File: config.mk
export PLATFORM = sky130hd
export DESIGN_NAME = burst_addr_ctr
export DESIGN_NICKNAME = d
export VERILOG_FILES = /design/src/rtl/bac_pkg.sv /design/src/rtl/bac_decode.sv /design/src/rtl/bac_count.sv /design/src/rtl/bac_readback.sv /design/src/rtl/burst_addr_ctr.sv
export SDC_FILE = /design/constraint.sdc
export NUM_CORES = 1
export LEC_CHECK = 0
export ABC_AREA = 0
export BUFFER_PORTS_ARGS = -buffer_cell sky130_fd_sc_hd__buf_2
export CORE_AREA = 5 5 73 75
export DETAILED_ROUTE_END_ITERATION = 10
export DIE_AREA = 0 0 78 80
export PLACE_DENSITY_LB_ADDON = 0.25
export SYNTH_ARGS = -nofsm -noshare
export SYNTH_HDL_FRONTEND = slang
export SYNTH_SLANG_ARGS = --single-unit
File: constraint.sdc
create_clock -name clk -period 2.2 [get_ports clk]
set_input_delay 0.44 -clock clk [delete_from_list [all_inputs] [get_ports clk]]
set_output_delay 0.44 -clock clk [all_outputs]
set_load 0.02 [all_outputs]
File: src/rtl/bac_pkg.sv
package bac_pkg;
  typedef enum logic [2:0] {
    OP_CLEAR = 3'd0,
    OP_LOAD  = 3'd1,
    OP_HOLD  = 3'd2,
    OP_PEEK  = 3'd3,
    OP_STEP  = 3'd4
  } bac_op_e;

  typedef enum logic [1:0] {
    WID_36  = 2'b00,
    WID_36B = 2'b01,
    WID_18  = 2'b10,
    WID_9   = 2'b11
  } bac_wid_e;

  localparam int RUN_W   = 2;
  localparam int RUN_MAX = 3;
  localparam int RB_LSB  = 3;
endpackage

File: src/rtl/bac_decode.sv
module bac_decode
  import bac_pkg::*;
(
  input  logic    clr_n,
  input  logic    stb_n,
  input  logic    en_n,
  output bac_op_e op
);
  // clear beats strobe, strobe beats enable
  always_comb begin
    if (!clr_n)     op = OP_CLEAR;
    else if (!stb_n) op = en_n ? OP_PEEK : OP_LOAD;
    else             op = en_n ? OP_HOLD : OP_STEP;
  end
endmodule

File: src/rtl/bac_count.sv
module bac_count
  import bac_pkg::*;
#(
  parameter int ADDR_W = 15
) (
  input  logic              clk,
  input  logic              rst_n,
  input  bac_op_e           op,
  input  logic [ADDR_W-1:0] ext_addr,
  output logic [ADDR_W-1:0] acc_addr,
  output logic [ADDR_W-1:0] cnt_q
);
  localparam logic [ADDR_W-1:0] ONE = ADDR_W'(1);

  // access address equals the value the counter takes at the edge
  always_comb begin
    unique case (op)
      OP_CLEAR: acc_addr = '0;
      OP_LOAD:  acc_addr = ext_addr;
      OP_STEP:  acc_addr = cnt_q + ONE;
      default:  acc_addr = cnt_q;
    endcase
  end

  always_ff @(posedge clk or negedge rst_n) begin
    if (!rst_n) cnt_q <= '0;
    else        cnt_q <= acc_addr;
  end

  p_clear_zero_r1: assert property (@(posedge clk) disable iff (!rst_n)
    (op == OP_CLEAR) |=> (cnt_q == '0));
  p_load_ext_r2: assert property (@(posedge clk) disable iff (!rst_n)
    (op == OP_LOAD) |=> (cnt_q == $past(ext_addr)));
  p_hold_keep_r3: assert property (@(posedge clk) disable iff (!rst_n)
    (op == OP_HOLD) |=> $stable(cnt_q));
  p_step_wrap_r4: assert property (@(posedge clk) disable iff (!rst_n)
    (op == OP_STEP) |=> (cnt_q == ADDR_W'($past(cnt_q) + ONE)));
  p_peek_keep_r5: assert property (@(posedge clk) disable iff (!rst_n)
    (op == OP_PEEK) |=> $stable(cnt_q));
endmodule

File: src/rtl/bac_readback.sv
module bac_readback
  import bac_pkg::*;
#(
  parameter int ADDR_W = 15,
  parameter int LO_W   = 6,
  parameter int DATA_W = 36
) (
  input  logic              clk,
  input  logic              rst_n,
  input  logic              peek,
  input  logic [1:0]        width_sel,
  input  logic [ADDR_W-1:0] cnt,
  output logic              rb_valid,
  output logic [DATA_W-1:0] rb_data
);
  localparam int HI_W = ADDR_W - LO_W;

  logic [RUN_W-1:0]  run_q, run_nx;
  logic              vld_nx;
  logic [DATA_W-1:0] dat_nx;

  always_comb begin
    if (!peek)                      run_nx = '0;
    else if (run_q == RUN_W'(RUN_MAX)) run_nx = run_q;
    else                            run_nx = run_q + RUN_W'(1);
  end

  assign vld_nx = peek && (run_nx >= RUN_W'(2));

  always_comb begin
    dat_nx = '0;
    if (vld_nx) begin
      if (width_sel == WID_9) begin
        if (run_nx == RUN_W'(2)) dat_nx[HI_W-1:0]  = cnt[ADDR_W-1:LO_W];
        else                     dat_nx[LO_W:1]    = cnt[LO_W-1:0];
      end else begin
        dat_nx[RB_LSB +: ADDR_W] = cnt;
      end
    end
  end

  always_ff @(posedge clk or negedge rst_n) begin
    if (!rst_n) begin
      run_q    <= '0;
      rb_valid <= 1'b0;
      rb_data  <= '0;
    end else begin
      run_q    <= run_nx;
      rb_valid <= vld_nx;
      rb_data  <= dat_nx;
    end
  end

  p_rb_after_peek_r6: assert property (@(posedge clk) disable iff (!rst_n)
    rb_valid |-> $past(peek));
  p_rb_drop_r8: assert property (@(posedge clk) disable iff (!rst_n)
    !peek |=> (!rb_valid && rb_data == '0));
  p_rb_steady_r6: assert property (@(posedge clk) disable iff (!rst_n)
    (rb_valid && $past(rb_valid) && $stable(width_sel) && width_sel != WID_9)
      |-> $stable(rb_data));
  p_rb_idle_zero_r9: assert property (@(posedge clk) disable iff (!rst_n)
    !rb_valid |-> (rb_data == '0));
endmodule

File: src/rtl/burst_addr_ctr.sv
module burst_addr_ctr
  import bac_pkg::*;
#(
  parameter int ADDR_W = 15,
  parameter int LO_W   = 6,
  parameter int DATA_W = 36
) (
  input  logic              clk,
  input  logic              rst_n,
  input  logic              cnt_clr_n,
  input  logic              adr_stb_n,
  input  logic              cnt_en_n,
  input  logic [ADDR_W-1:0] ext_addr,
  input  logic [1:0]        width_sel,
  output logic [ADDR_W-1:0] acc_addr,
  output logic [DATA_W-1:0] rb_data,
  output logic              rb_valid
);
  bac_op_e           op;
  logic [ADDR_W-1:0] cnt_q;

  bac_decode u_dec (
    .clr_n (cnt_clr_n),
    .stb_n (adr_stb_n),
    .en_n  (cnt_en_n),
    .op    (op)
  );

  bac_count #(.ADDR_W(ADDR_W)) u_cnt (
    .clk      (clk),
    .rst_n    (rst_n),
    .op       (op),
    .ext_addr (ext_addr),
    .acc_addr (acc_addr),
    .cnt_q    (cnt_q)
  );

  bac_readback #(.ADDR_W(ADDR_W), .LO_W(LO_W), .DATA_W(DATA_W)) u_rb (
    .clk       (clk),
    .rst_n     (rst_n),
    .peek      (op == OP_PEEK),
    .width_sel (width_sel),
    .cnt       (cnt_q),
    .rb_valid  (rb_valid),
    .rb_data   (rb_data)
  );

  p_clear_wins_r1: assert property (@(posedge clk) disable iff (!rst_n)
    !cnt_clr_n |=> (!rb_valid && $past(acc_addr) == '0));
endmodule

==> impl_metrics.tcl <==
set metrics [dict create \
    crit_path_end_kind "output port" \
    cellPowerDensity_mw_per_mm2 553 \
    ys_seq_area_share_pct 45.7 \
    seqPwrFrac_pct 44.4 \
    hp-class "primary input to async pin" \
    cpLargestDelayFamily "simple AND/OR/NAND/NOR gates" \
    stdcell_count 353 \
    grt_usage_pct 18.2 \
    vias 1900 \
    clk_path_buf_depth 2 \
    synth_cells 211 \
    violations "setup timing" \
    period_needed_ns 2.52 \
    fin_nets 321 \
    clk_pin_slew_worst_paths_ns 0.07 \
    path_cells "ha_4 -> nand4_4 -> or4_4 -> or3_4 -> a31oi_4 -> buf_6" \
    worstPathRequired_ns 1.76 \
    cp_num_buf_inv 1 \
    via_per_inst 5.38 \
    final_antenna_net_count 0 \
    p_leak_nw 1.44 \
    port_buffers 55 \
    maxSlewViolCount 0 \
    diodes 0 \
    fin_skew_ns 0.00612 \
    grt_pass1_wl_um 9090 \
    slowest_delay_ns 0.45 \
    worstMarginPinSlew_ns 0.787 \
    startpoint_type "flip-flop" \
    syn2layout_area_growth_pct 43.1 \
    avgSynthCellArea_um2 9.35 \
    placed_cells 332 \
    synthesis.area_mm2 0.00197 \
    total_power_mw 1.56 \
    fp.dieW_um 78 \
    cp.arrival_ns 2.08 \
    synthDistinctLibCells 44 \
    pwr-share-comb_pct 18.5 \
    hold_slack_ns 0.227 \
    yosysTopAreaCellShare_pct 45.7 \
    status "complete, but fails checks" \
    rr_startpoint "u_cnt.cnt_q[1]" \
    crit_slowest_cell "or4_4" \
    yosys.area.top_type "dfrtp_1" \
    rows 25 \
    critical_path_class "flip-flop to output port" \
    core_mm2 0.00460 \
    fp.dieH_um 80 \
    die_area_mm2 0.00624 \
    setup_viol 11 \
    yosysMostFrequentCell "dfrtp_1" \
    cts_root_buf "clkbuf_8" \
    timing.final.ws_setup_ns -0.320 \
    gp_congestion 0.912 \
    power.switching_uw 433 \
    slew_headroom_pct 47.6 \
    rsz0062_at_grt "true" \
    p_int_mw 1.13 \
    ys_seq_elements 36 \
    grt_max_degree 37 \
    max-cap-violations 0 \
    synth-edff-count 0 \
    ys_warn_count 0 \
    clk_latency_ns 0.29 \
    routedWlPerCell_um 16.4 \
    synthTopCellsByCount "36 x dfrtp_1, 20 x a21oi_1, 18 x buf_4" \
    wl_um 5770 \
    cts_made_buffers 5 \
    cp-startpoint "u_cnt.cnt_q[0]" \
    grt_overflow 0 \
    fmax_mhz 397 \
    grt_pass1_vias 1873 \
    drc_errors 0 \
    async_flop_share_pct 100 \
    htree_levels 2 \
    setup_tns_ns -1.39 \
    swShare_pct 27.8 \
    ioPinCount 74 \
    post-route-period-util_pct 115 \
    clockPowerShare_pct 37.1 \
    hold_viol 0 \
    antenna_found_initial 0 \
    cts.sinks 36 \
    hpwlAfterDp_um 3910 \
    start_util_pct 42.9 \
    critPathMaxFanout 2 \
    synth.area.top_cells "dfrtp_1 46%, buf_4 6.9%, a21oi_1 5.1%, mux2i_1 5.1%, and3_1 3.8%" \
    cts_tree "done" \
    vdd_drop_max_mv 0.276 \
    first_pass_iters 4 \
    ys.flop_type "dfrtp_1" \
    dr.first_iter.drc_count 61 \
    drive_gt1_share_pct 43.5 \
]
[area by class of cell]
cell class	instances	area [µm²]
Clock buffer	5	68.8
Clock inverter	3	42.5
Fill cell	410	1780
Inverter	6	22.5
Multi-Input combinational cell	153	1060
Sequential cell	36	902
Tap cell	54	67.6
Timing Repair Buffer	96	658
[path summary, 6_finish.rpt]
path,slack (ns),end,depth (start not counted)
max,-0.32,acc_addr[14],6
min,0.23,u_cnt.cnt_q[7],1
max reg2reg,0.29,u_cnt.cnt_q[7],11
min reg2reg,0.46,u_rb.run_q[0],1
max in group asynchronous,1.44,u_cnt.cnt_q[2],1
min in group clk,0.45,u_cnt.cnt_q[0],3
[sequential cells by signal (all words and copies together), names as in the netlist]
signal / cells
u_rb.rb_data: 18
u_rb.rb_valid: 1
u_rb.run_q: 2
u_cnt.cnt_q: 15
[layout by cell type (no fill, tap or decap), types with 2 or more instances in the layout]
master / netlist / layout
inv_1: 6 / 6
a21oi_1: 20 / 15
and2_1: 8 / 7
dfrtp_1: 36 / 35
clkbuf_8: 0 / 5
o211ai_1: 2 / 2
o21ai_2: 0 / 2
buf_2: 3 / 43
mux2i_1: 10 / 9
nor2_1: 12 / 12
a22oi_1: 7 / 6
nor3_1: 3 / 2
nor2b_1: 2 / 2
nand3_1: 9 / 8
conb_1: 1 / 18
a21oi_2: 0 / 5
buf_4: 18 / 41
nand4_1: 4 / 4
nand2b_1: 3 / 3
o21ai_0: 9 / 6
nand2_1: 8 / 8
buf_6: 0 / 12
and3_1: 12 / 12
[worst reg2reg max path: stages (launching register included)]
cell and delay [ns]:
dfrtp_1 0.39, buf_4 0.13, buf_6 0.10, and2_4 0.14
nand4_1 0.11, buf_4 0.18, a21oi_1 0.19, o2bb2ai_2 0.10
buf_4 0.13, buf_4 0.12, buf_4 0.12, buf_4 0.11
[power by group through the flow]
stage                     Combinational [mW]  Clock (mW)  Sequential (mW)
after floorplan                        0.157           0            0.709
after global placement                 0.240           0            0.704
after detailed placement               0.242           0            0.704
after CTS                              0.269       0.593            0.692
after global routing                   0.315       0.611            0.695
final                                  0.289       0.578            0.693
[through the flow]
stage / utilization [%] / instance area, µm² / worst slack [ns]
4_1_cts: 58.9 / 2710 / -0.299
6_report: 61.4 / 2820 / -0.320
5_1_grt: 61.4 / 2820 / -0.377
2_1_floorplan: - / 2070 / 0.00759
3_5_place_dp: 52.9 / 2430 / -0.0274
3_3_place_gp: 52.9 / 2430 / -0.00691
[timing repair]
action	4_1_cts	5_1_grt
pin swaps	13	13
setup endpoints to repair	10	13
hold buffers	0	0
resized for setup	33	18
setup buffers	8	6
[layer usage]
| layer | track usage (%) | vias up | part of all wire (%) |
|---|---|---|---|
| li1 | - | 896 | - |
| met1 | 24.2 | 909 | 42 |
| met2 | 30.2 | 85 | 50 |
| met3 | 4.29 | 10 | 7.2 |
| met4 | 4.05 | 0 | 1.1 |
| met5 | 0 | - | 0 |
[logic make-up after synthesis]
kind of cell	share of synthesized area [%]
fa+ha+maj	0.634
flops	45.7
simple gates	21.1
buf+inv	11.0
mux	5.08
other cells	0.190
compound gates	16.2
(Power assumes the default switching activity.)
